<file path="src/rtl/trs_pkg.sv">
package trs_pkg;
  localparam int WORD_W = 10;
  localparam logic [WORD_W-1:0] SYNC_ONES  = 10'h3FF;
  localparam logic [WORD_W-1:0] SYNC_ZERO  = 10'h000;
  localparam logic [WORD_W-1:0] BLANK_EVEN = 10'h200;
  localparam logic [WORD_W-1:0] BLANK_ODD  = 10'h040;

  // Protection word: marker, F, V, H, four Hamming bits, two zeros
  function automatic logic [WORD_W-1:0] make_xyz(input logic f, input logic v, input logic h);
    return {1'b1, f, v, h, v ^ h, f ^ h, f ^ v, f ^ v ^ h, 2'b00};
  endfunction
endpackage

</file>
<file path="src/rtl/trs_detect.sv">
module trs_detect
  import trs_pkg::*;
(
  input  logic              clk,
  input  logic              rst,
  input  logic [WORD_W-1:0] din,
  output logic [WORD_W-1:0] oldest,
  output logic              trs_start,
  output logic              xyz_f,
  output logic              xyz_v,
  output logic              xyz_h
);
  localparam int DEPTH = 3;

  logic [WORD_W-1:0] pipe [DEPTH];

  always_ff @(posedge clk) begin
    if (rst) begin
      for (int i = 0; i < DEPTH; i++) pipe[i] <= '0;
    end else begin
      pipe[0] <= din;
      for (int i = 1; i < DEPTH; i++) pipe[i] <= pipe[i-1];
    end
  end

  // Window: oldest word is the 3FF, din carries the protection word
  assign oldest    = pipe[DEPTH-1];
  assign trs_start = (pipe[2] == SYNC_ONES) && (pipe[1] == SYNC_ZERO) &&
                     (pipe[0] == SYNC_ZERO) && din[9];
  assign xyz_f = din[8];
  assign xyz_v = din[7];
  assign xyz_h = din[6];
endmodule

</file>
<file path="src/rtl/trs_flywheel.sv">
module trs_flywheel #(
  parameter int SPL_A   = 1716,
  parameter int SPL_B   = 1728,
  parameter int LINES_A = 525,
  parameter int LINES_B = 625,
  parameter int HW      = 11,
  parameter int LW      = 10
) (
  input  logic          clk,
  input  logic          rst,
  input  logic          fw_en,
  input  logic [1:0]    std_code,
  input  logic          trs_start,
  input  logic          xyz_f,
  input  logic          xyz_v,
  input  logic          xyz_h,
  output logic [HW-1:0] hpos,
  output logic [LW-1:0] line,
  output logic          locked,
  output logic          std_b,
  output logic          std_valid
);
  localparam logic [HW-1:0] HMAX_A = HW'(SPL_A - 1);
  localparam logic [HW-1:0] HMAX_B = HW'(SPL_B - 1);
  localparam logic [LW-1:0] LMAX_A = LW'(LINES_A - 1);
  localparam logic [LW-1:0] LMAX_B = LW'(LINES_B - 1);

  logic [HW-1:0] hmax;
  logic [LW-1:0] lmax;
  logic code_ok, code_b, std_chg, eav_det, seen, prev_f;

  assign hmax    = std_b ? HMAX_B : HMAX_A;
  assign lmax    = std_b ? LMAX_B : LMAX_A;
  assign code_ok = (std_code == 2'b01) || (std_code == 2'b10);
  assign code_b  = (std_code == 2'b10);
  assign std_chg = code_ok && (!std_valid || (code_b != std_b));
  assign eav_det = trs_start && xyz_h;

  always_ff @(posedge clk) begin
    if (rst) begin
      std_valid <= 1'b0;
      std_b     <= 1'b0;
    end else if (std_chg) begin
      std_valid <= 1'b1;
      std_b     <= code_b;
    end
  end

  always_ff @(posedge clk) begin
    if (rst || !fw_en) begin
      hpos <= '0; line <= '0; locked <= 1'b0; seen <= 1'b0; prev_f <= 1'b0;
    end else if (std_chg) begin
      hpos <= '0; line <= '0; locked <= 1'b0; seen <= 1'b0;
    end else begin
      if (eav_det && !locked) begin
        hpos <= HW'(1);
        seen <= 1'b1;
        if (seen && (hpos == '0) && std_valid) locked <= 1'b1;
      end else if (hpos == hmax) begin
        hpos <= '0;
        line <= (line == lmax) ? '0 : line + LW'(1);
      end else begin
        hpos <= hpos + HW'(1);
      end
      if (eav_det && (!locked || (hpos == '0))) begin
        prev_f <= xyz_f;
        if (prev_f && !xyz_f && xyz_v) line <= '0;
      end
    end
  end

  a_r9_fw_off_unlocks: assert property (@(posedge clk) disable iff (rst) !fw_en |=> !locked);
  a_r10_lock_needs_std: assert property (@(posedge clk) disable iff (rst) locked |-> std_valid);
  a_r3_hpos_in_line: assert property (@(posedge clk) disable iff (rst) hpos <= hmax);
  a_r3_lock_on_eav: assert property (@(posedge clk) disable iff (rst)
    $rose(locked) |-> $past(trs_start && xyz_h));
endmodule

</file>
<file path="src/rtl/trs_editor.sv">
module trs_editor
  import trs_pkg::*;
#(
  parameter int HW      = 11,
  parameter int LW      = 10,
  parameter int SAVP_A  = 272,
  parameter int SAVP_B  = 284,
  parameter int LINES_A = 525,
  parameter int LINES_B = 625,
  parameter int VB_A    = 19,
  parameter int VB_B    = 24
) (
  input  logic              clk,
  input  logic              rst,
  input  logic [WORD_W-1:0] word,
  input  logic              trs_start,
  input  logic [HW-1:0]     hpos,
  input  logic [LW-1:0]     line,
  input  logic              std_b,
  input  logic              ins_act,
  input  logic              blk_act,
  output logic [WORD_W-1:0] dout
);
  localparam logic [HW-1:0] SAV_A  = HW'(SAVP_A);
  localparam logic [HW-1:0] SAV_B  = HW'(SAVP_B);
  localparam logic [LW-1:0] HALF_A = LW'(LINES_A / 2);
  localparam logic [LW-1:0] HALF_B = LW'(LINES_B / 2);
  localparam logic [LW-1:0] VEND_A = LW'(VB_A);
  localparam logic [LW-1:0] VEND_B = LW'(VB_B);
  localparam logic [LW-1:0] V2_A   = LW'(LINES_A / 2 + VB_A);
  localparam logic [LW-1:0] V2_B   = LW'(LINES_B / 2 + VB_B);

  logic [HW-1:0] savp;
  logic [1:0]    idx, bcnt;
  logic f, v, in_eav, in_sav, in_win, mis_now, blk_sel;
  logic [WORD_W-1:0] gen, nxt;

  assign savp   = std_b ? SAV_B : SAV_A;
  assign f      = line >= (std_b ? HALF_B : HALF_A);
  assign v      = (line < (std_b ? VEND_B : VEND_A)) || (f && (line < (std_b ? V2_B : V2_A)));
  assign in_eav = hpos < HW'(4);
  assign in_sav = (hpos >= savp) && (hpos < savp + HW'(4));
  assign in_win = in_eav || in_sav;
  assign idx    = in_eav ? hpos[1:0] : 2'(hpos - savp);

  always_comb begin
    case (idx)
      2'd0:    gen = SYNC_ONES;
      2'd3:    gen = make_xyz(f, v, in_eav);
      default: gen = SYNC_ZERO;
    endcase
  end

  assign mis_now = trs_start && (hpos != '0) && (hpos != savp);
  assign blk_sel = blk_act && (mis_now || (bcnt != 2'd0));

  always_comb begin
    if (ins_act && in_win)  nxt = gen;
    else if (blk_sel)       nxt = hpos[0] ? BLANK_ODD : BLANK_EVEN;
    else                    nxt = word;
  end

  always_ff @(posedge clk) begin
    if (rst) begin
      bcnt <= 2'd0;
      dout <= '0;
    end else begin
      bcnt <= mis_now ? 2'd3 : ((bcnt != 2'd0) ? bcnt - 2'd1 : 2'd0);
      dout <= nxt;
    end
  end

  a_r4_eav_head: assert property (@(posedge clk) disable iff (rst)
    ins_act && (hpos == '0) |=> dout == SYNC_ONES);
  a_r2_xyz_frame: assert property (@(posedge clk) disable iff (rst)
    ins_act && (hpos == HW'(3)) |=> dout[9] && (dout[1:0] == 2'b00));
  a_r6_blank_level: assert property (@(posedge clk) disable iff (rst)
    blk_act && mis_now && !(ins_act && in_win) |=> (dout == BLANK_EVEN) || (dout == BLANK_ODD));
endmodule

</file>
<file path="src/rtl/trs_regen.sv">
module trs_regen #(
  parameter int SPL_A   = 1716,
  parameter int LINES_A = 525,
  parameter int ACT_A   = 1440,
  parameter int VB_A    = 19,
  parameter int SPL_B   = 1728,
  parameter int LINES_B = 625,
  parameter int ACT_B   = 1440,
  parameter int VB_B    = 24
) (
  input  logic       clk,
  input  logic       rst,
  input  logic [9:0] din,
  input  logic [1:0] std_code,
  input  logic       fw_en,
  input  logic       ins_en,
  input  logic       blk_en,
  output logic [9:0] dout
);
  localparam int SPL_MAX = (SPL_A > SPL_B) ? SPL_A : SPL_B;
  localparam int LN_MAX  = (LINES_A > LINES_B) ? LINES_A : LINES_B;
  localparam int HW      = $clog2(SPL_MAX);
  localparam int LW      = $clog2(LN_MAX);
  localparam int SAVP_A  = SPL_A - ACT_A - 4;
  localparam int SAVP_B  = SPL_B - ACT_B - 4;

  logic [9:0]    oldest;
  logic          trs_start, xf, xv, xh, locked, std_b, std_valid;
  logic [HW-1:0] hpos;
  logic [LW-1:0] line;
  logic          ins_act, blk_act;
  logic [2:0]    warm;

  trs_detect u_det (
    .clk(clk), .rst(rst), .din(din), .oldest(oldest), .trs_start(trs_start),
    .xyz_f(xf), .xyz_v(xv), .xyz_h(xh)
  );

  trs_flywheel #(
    .SPL_A(SPL_A), .SPL_B(SPL_B), .LINES_A(LINES_A), .LINES_B(LINES_B), .HW(HW), .LW(LW)
  ) u_fw (
    .clk(clk), .rst(rst), .fw_en(fw_en), .std_code(std_code), .trs_start(trs_start),
    .xyz_f(xf), .xyz_v(xv), .xyz_h(xh), .hpos(hpos), .line(line), .locked(locked),
    .std_b(std_b), .std_valid(std_valid)
  );

  assign ins_act = fw_en && locked && ins_en;
  assign blk_act = fw_en && locked && blk_en;

  trs_editor #(
    .HW(HW), .LW(LW), .SAVP_A(SAVP_A), .SAVP_B(SAVP_B), .LINES_A(LINES_A),
    .LINES_B(LINES_B), .VB_A(VB_A), .VB_B(VB_B)
  ) u_ed (
    .clk(clk), .rst(rst), .word(oldest), .trs_start(trs_start), .hpos(hpos), .line(line),
    .std_b(std_b), .ins_act(ins_act), .blk_act(blk_act), .dout(dout)
  );

  always_ff @(posedge clk) begin
    if (rst)              warm <= 3'd0;
    else if (warm != 3'd7) warm <= warm + 3'd1;
  end

  a_r1_pure_delay: assert property (@(posedge clk) disable iff (rst)
    (warm >= 3'd6) && !ins_en && !blk_en |=> dout == $past(din, 4));
  a_r9_no_edit_when_off: assert property (@(posedge clk) disable iff (rst)
    (warm >= 3'd6) && !fw_en |=> dout == $past(din, 4));
endmodule

</file>
<file path="config.mk">
export PLATFORM = sky130hd
export DESIGN_NAME = trs_regen
export DESIGN_NICKNAME = d
export VERILOG_FILES = /design/src/rtl/trs_pkg.sv /design/src/rtl/trs_detect.sv /design/src/rtl/trs_flywheel.sv /design/src/rtl/trs_editor.sv /design/src/rtl/trs_regen.sv
export SDC_FILE = /design/constraint.sdc
export NUM_CORES = 1
export LEC_CHECK = 0
export CAP_MARGIN = 5
export CORE_ASPECT_RATIO = 0.75
export CORE_MARGIN = 2
export CORE_UTILIZATION = 57
export CTS_CLUSTER_SIZE = 16
export DETAILED_ROUTE_END_ITERATION = 10
export PLACE_DENSITY = 0.79
export SLEW_MARGIN = 20
export SYNTH_ARGS = -nofsm -noshare
export SYNTH_HDL_FRONTEND = slang
export SYNTH_SLANG_ARGS = --single-unit
</file>
<file path="constraint.sdc">
create_clock -name clk -period 3.64 [get_ports clk]
set_clock_uncertainty 0.05 [all_clocks]
set_input_delay 1.092 -clock clk [delete_from_list [all_inputs] [get_ports clk]]
set_output_delay 1.092 -clock clk [all_outputs]
set_load 0.1 [all_outputs]
</file>
==> impl_metrics.env <==
export IMPL_outcome="completed"
export IMPL_synth_top_family_by_area="simple AND/OR/NAND/NOR gates"
export IMPL_grt_usage_pct=23.3
export IMPL_dp_slack_ns=0.362
export IMPL_pin_count=27
export IMPL_leakagePower_nw=1.36
export IMPL_synthAdderAreaFrac_pct=7.39
export IMPL_clk_latency_ns=0.36
export IMPL_max_clock_freq_ghz=0.306
export IMPL_remaining_drc_errors=0
export IMPL_antenna_diode_count=0
export IMPL_setup_violations=0
export IMPL_power_density_nw_per_um2=409
export IMPL_synth_distinct_cells=56
export IMPL_syn_area_um2=3220
export IMPL_syn_inst=356
export IMPL_die_width_um=90.8
export IMPL_die_h_um=69.1
export IMPL_cts_tree="done"
export IMPL_clock_sinks=68
export IMPL_post_route_min_period_ns=3.27
export IMPL_yosys_area_share_simple_pct=28.0
export IMPL_cts_clk_slew_worst_paths_ns=0.08
export IMPL_ys_ff_latch=68
export IMPL_drt_pre_antenna_iters=5
export IMPL_dp_hpwl_um=4950
export IMPL_critical_path_class="reg -> reg"
export IMPL_period_share_pct=89.8
export IMPL_drt_iter0_markers=211
export IMPL_synth_xor_area_share_pct=5.72
export IMPL_fin_nets=418
export IMPL_dieArea_um2=6270
export IMPL_setup_tns_ns=0
export IMPL_synth_fp_nets=392
export IMPL_hold_viol=0
export IMPL_synth_common_cells="dfxtp_1, nor2_1, nor2b_1"
export IMPL_path_max_fanout=10
export IMPL_start_kind="flip-flop"
export IMPL_finalNonFillerCells=462
export IMPL_slew_headroom_pct=45.1
export IMPL_fin_hold_ws_ns=0.417
export IMPL_synth_edff_count=0
export IMPL_cts_hold_buf=0
export IMPL_hold_class="reg -> reg"
export IMPL_area_growth_pct=15.2
export IMPL_critPathRequiredTime_ns=3.84
export IMPL_tightest_slew_ns=0.803
export IMPL_whs_path_depth=1
export IMPL_fin_ws_ns=0.371
export IMPL_synth_compound_area_share_pct=12.1
export IMPL_drt_total_wl_um=6810
export IMPL_final_util_pct=68.9
export IMPL_place_inst=446
export IMPL_ys_flop_type="dfxtp_1"
export IMPL_drt_wirelength_per_cell_um=14.7
export IMPL_synthTopCellsByArea="dfxtp_1, ha_1, nor2b_1"
export IMPL_yosys_mux_area_fraction_pct=0.622
export IMPL_critPathCaptureType="flip-flop"
export IMPL_io_buffers=26
export IMPL_vias=2655
export IMPL_ys_seq_area_share_pct=42.3
export IMPL_via_per_inst=5.75
export IMPL_grt_max_degree=45
export IMPL_synth_most_common_cell="dfxtp_1"
export IMPL_drive_above_1_share_pct=9.04
export IMPL_grt_overflow_total=0
export IMPL_cts_buffers=9
export IMPL_fill_cells=455
export IMPL_root_buffer="clkbuf_8"
export IMPL_finalWeightedCongestion=0.837
export IMPL_synth_top_area_share_pct=42.3
export IMPL_cts_htree_levels=3
export IMPL_reg2reg_depth=8
export IMPL_irDropWorstVdd_mv=0.289
export IMPL_post_cts_buffers=0
export IMPL_critPathArrivalTime_ns=3.46
export IMPL_cts_resized=0
export IMPL_grt_pass1_wl_um=11500
export IMPL_avgSynthCellArea_um2=9.04
export IMPL_initial_core_util_pct=59.8
export IMPL_slew_violations=0
export IMPL_antenna_left=0
export IMPL_reg2reg_slack_ns=0.37
export IMPL_async_flop_share_pct=0
export IMPL_grt_pass1_vias=2446
export IMPL_rsz0062_at_grt="false"
export IMPL_rows=23
export IMPL_coreArea_um2=5380
export IMPL_ys_warnings_count=0
export IMPL_clockBufferDepth=2
export IMPL_antenna_found_initial=0
export IMPL_cap_violations=0
export IMPL_yosysTopAreaCell="dfxtp_1"
==> critical path: stages, from the launching register on <==
cell and delay (ns):
dfxtp_1 0.55, inv_1 0.26, ha_1 0.37, nor4b_1 0.46
a32oi_1 0.23, o41ai_1 0.41, or2_0 0.42, nand2_1 0.12
o32ai_1 0.28
==> routing by layer <==
layer | vias to the layer above | wire [µm] | GRT usage [%]
li1 | 1321 | - | -
met1 | 1218 | 3230 | 32.0
met2 | 107 | 2960 | 34.7
met3 | 9 | 509 | 6.45
met4 | 0 | 111 | 9.23
met5 | - | 0 | 0
==> state kept, by name, indices dropped and copies added (netlist names) <==
signal and count:
u_fw.seen 1, u_fw.std_valid 1, u_fw.line 10, u_fw.prev_f 1
u_fw.locked 1, u_ed.dout 10, u_ed.bcnt 2, u_det.pipe 30
u_fw.hpos 11, u_fw.std_b 1
==> cell families after synthesis <==
family          Yosys count
compound gates           57
xor+xnor                 21
fa+ha+maj                19
buf+inv                  29
flops                    68
mux                       2
simple gates            160
==> through the flow <==
step / cell area, µm² / total power, mW
detailed placement: 3500 / 0.893
global placement: 3500 / 0.891
CTS: 3710 / 1.53
finish: 3710 / 1.52
floorplan: 3220 / 0.856
global route: 3710 / 1.58
==> layout make-up <==
type / instances / area (µm²) / share of cell area (%)
flip-flops and latches: 68 / 1360 / 36.7
clock buffers: 9 / 124 / 3.34
multi-input cells: 259 / 1730 / 46.7
clock inverters: 7 / 82.6 / 2.23
well taps: 75 / 93.8 / 2.53
inverters: 15 / 56.3 / 1.52
repair buffers: 29 / 258 / 6.95
==> power by group <==
part / internal, mW / switching [mW] / leakage, nW
clock network: 0.327 / 0.311 / 0.0988
logic: 0.0449 / 0.0601 / 0.706
registers: 0.761 / 0.0112 / 0.554
==> final timing paths <==
check / endpoint / start
worst max-delay path: u_ed.dout[4]$_SDFF_PP0_ / u_fw.std_b$_SDFFE_PP0P_
worst max register to register: u_ed.dout[4]$_SDFF_PP0_ / u_fw.std_b$_SDFFE_PP0P_
worst min register to register: u_det.pipe[0][19]$_SDFF_PP0_ / u_det.pipe[0][9]$_SDFF_PP0_
worst min-delay path: u_det.pipe[0][19]$_SDFF_PP0_ / u_det.pipe[0][9]$_SDFF_PP0_
==> cells in the final DEF (no fill, tap or decap), types with 3 or more instances in the layout <==
master,count
or4_1,4
nor3_1,8
xnor2_1,18
nor2b_1,31
or3_1,3
clkbuf_8,9
buf_4,13
nor4_1,8
clkdlybuf4s50_1,16
a21oi_1,17
o31ai_1,3
ha_1,19
inv_6,3
nand4_1,6
o211ai_1,3
nor3b_1,3
xor2_1,3
o21ai_0,7
dfxtp_1,68
o32ai_1,4
nor4b_1,3
nand2_1,18
and3_1,6
nor2_1,32
inv_1,15
nand3_1,22
Note: power is estimated with default switching activity, not from simulation.
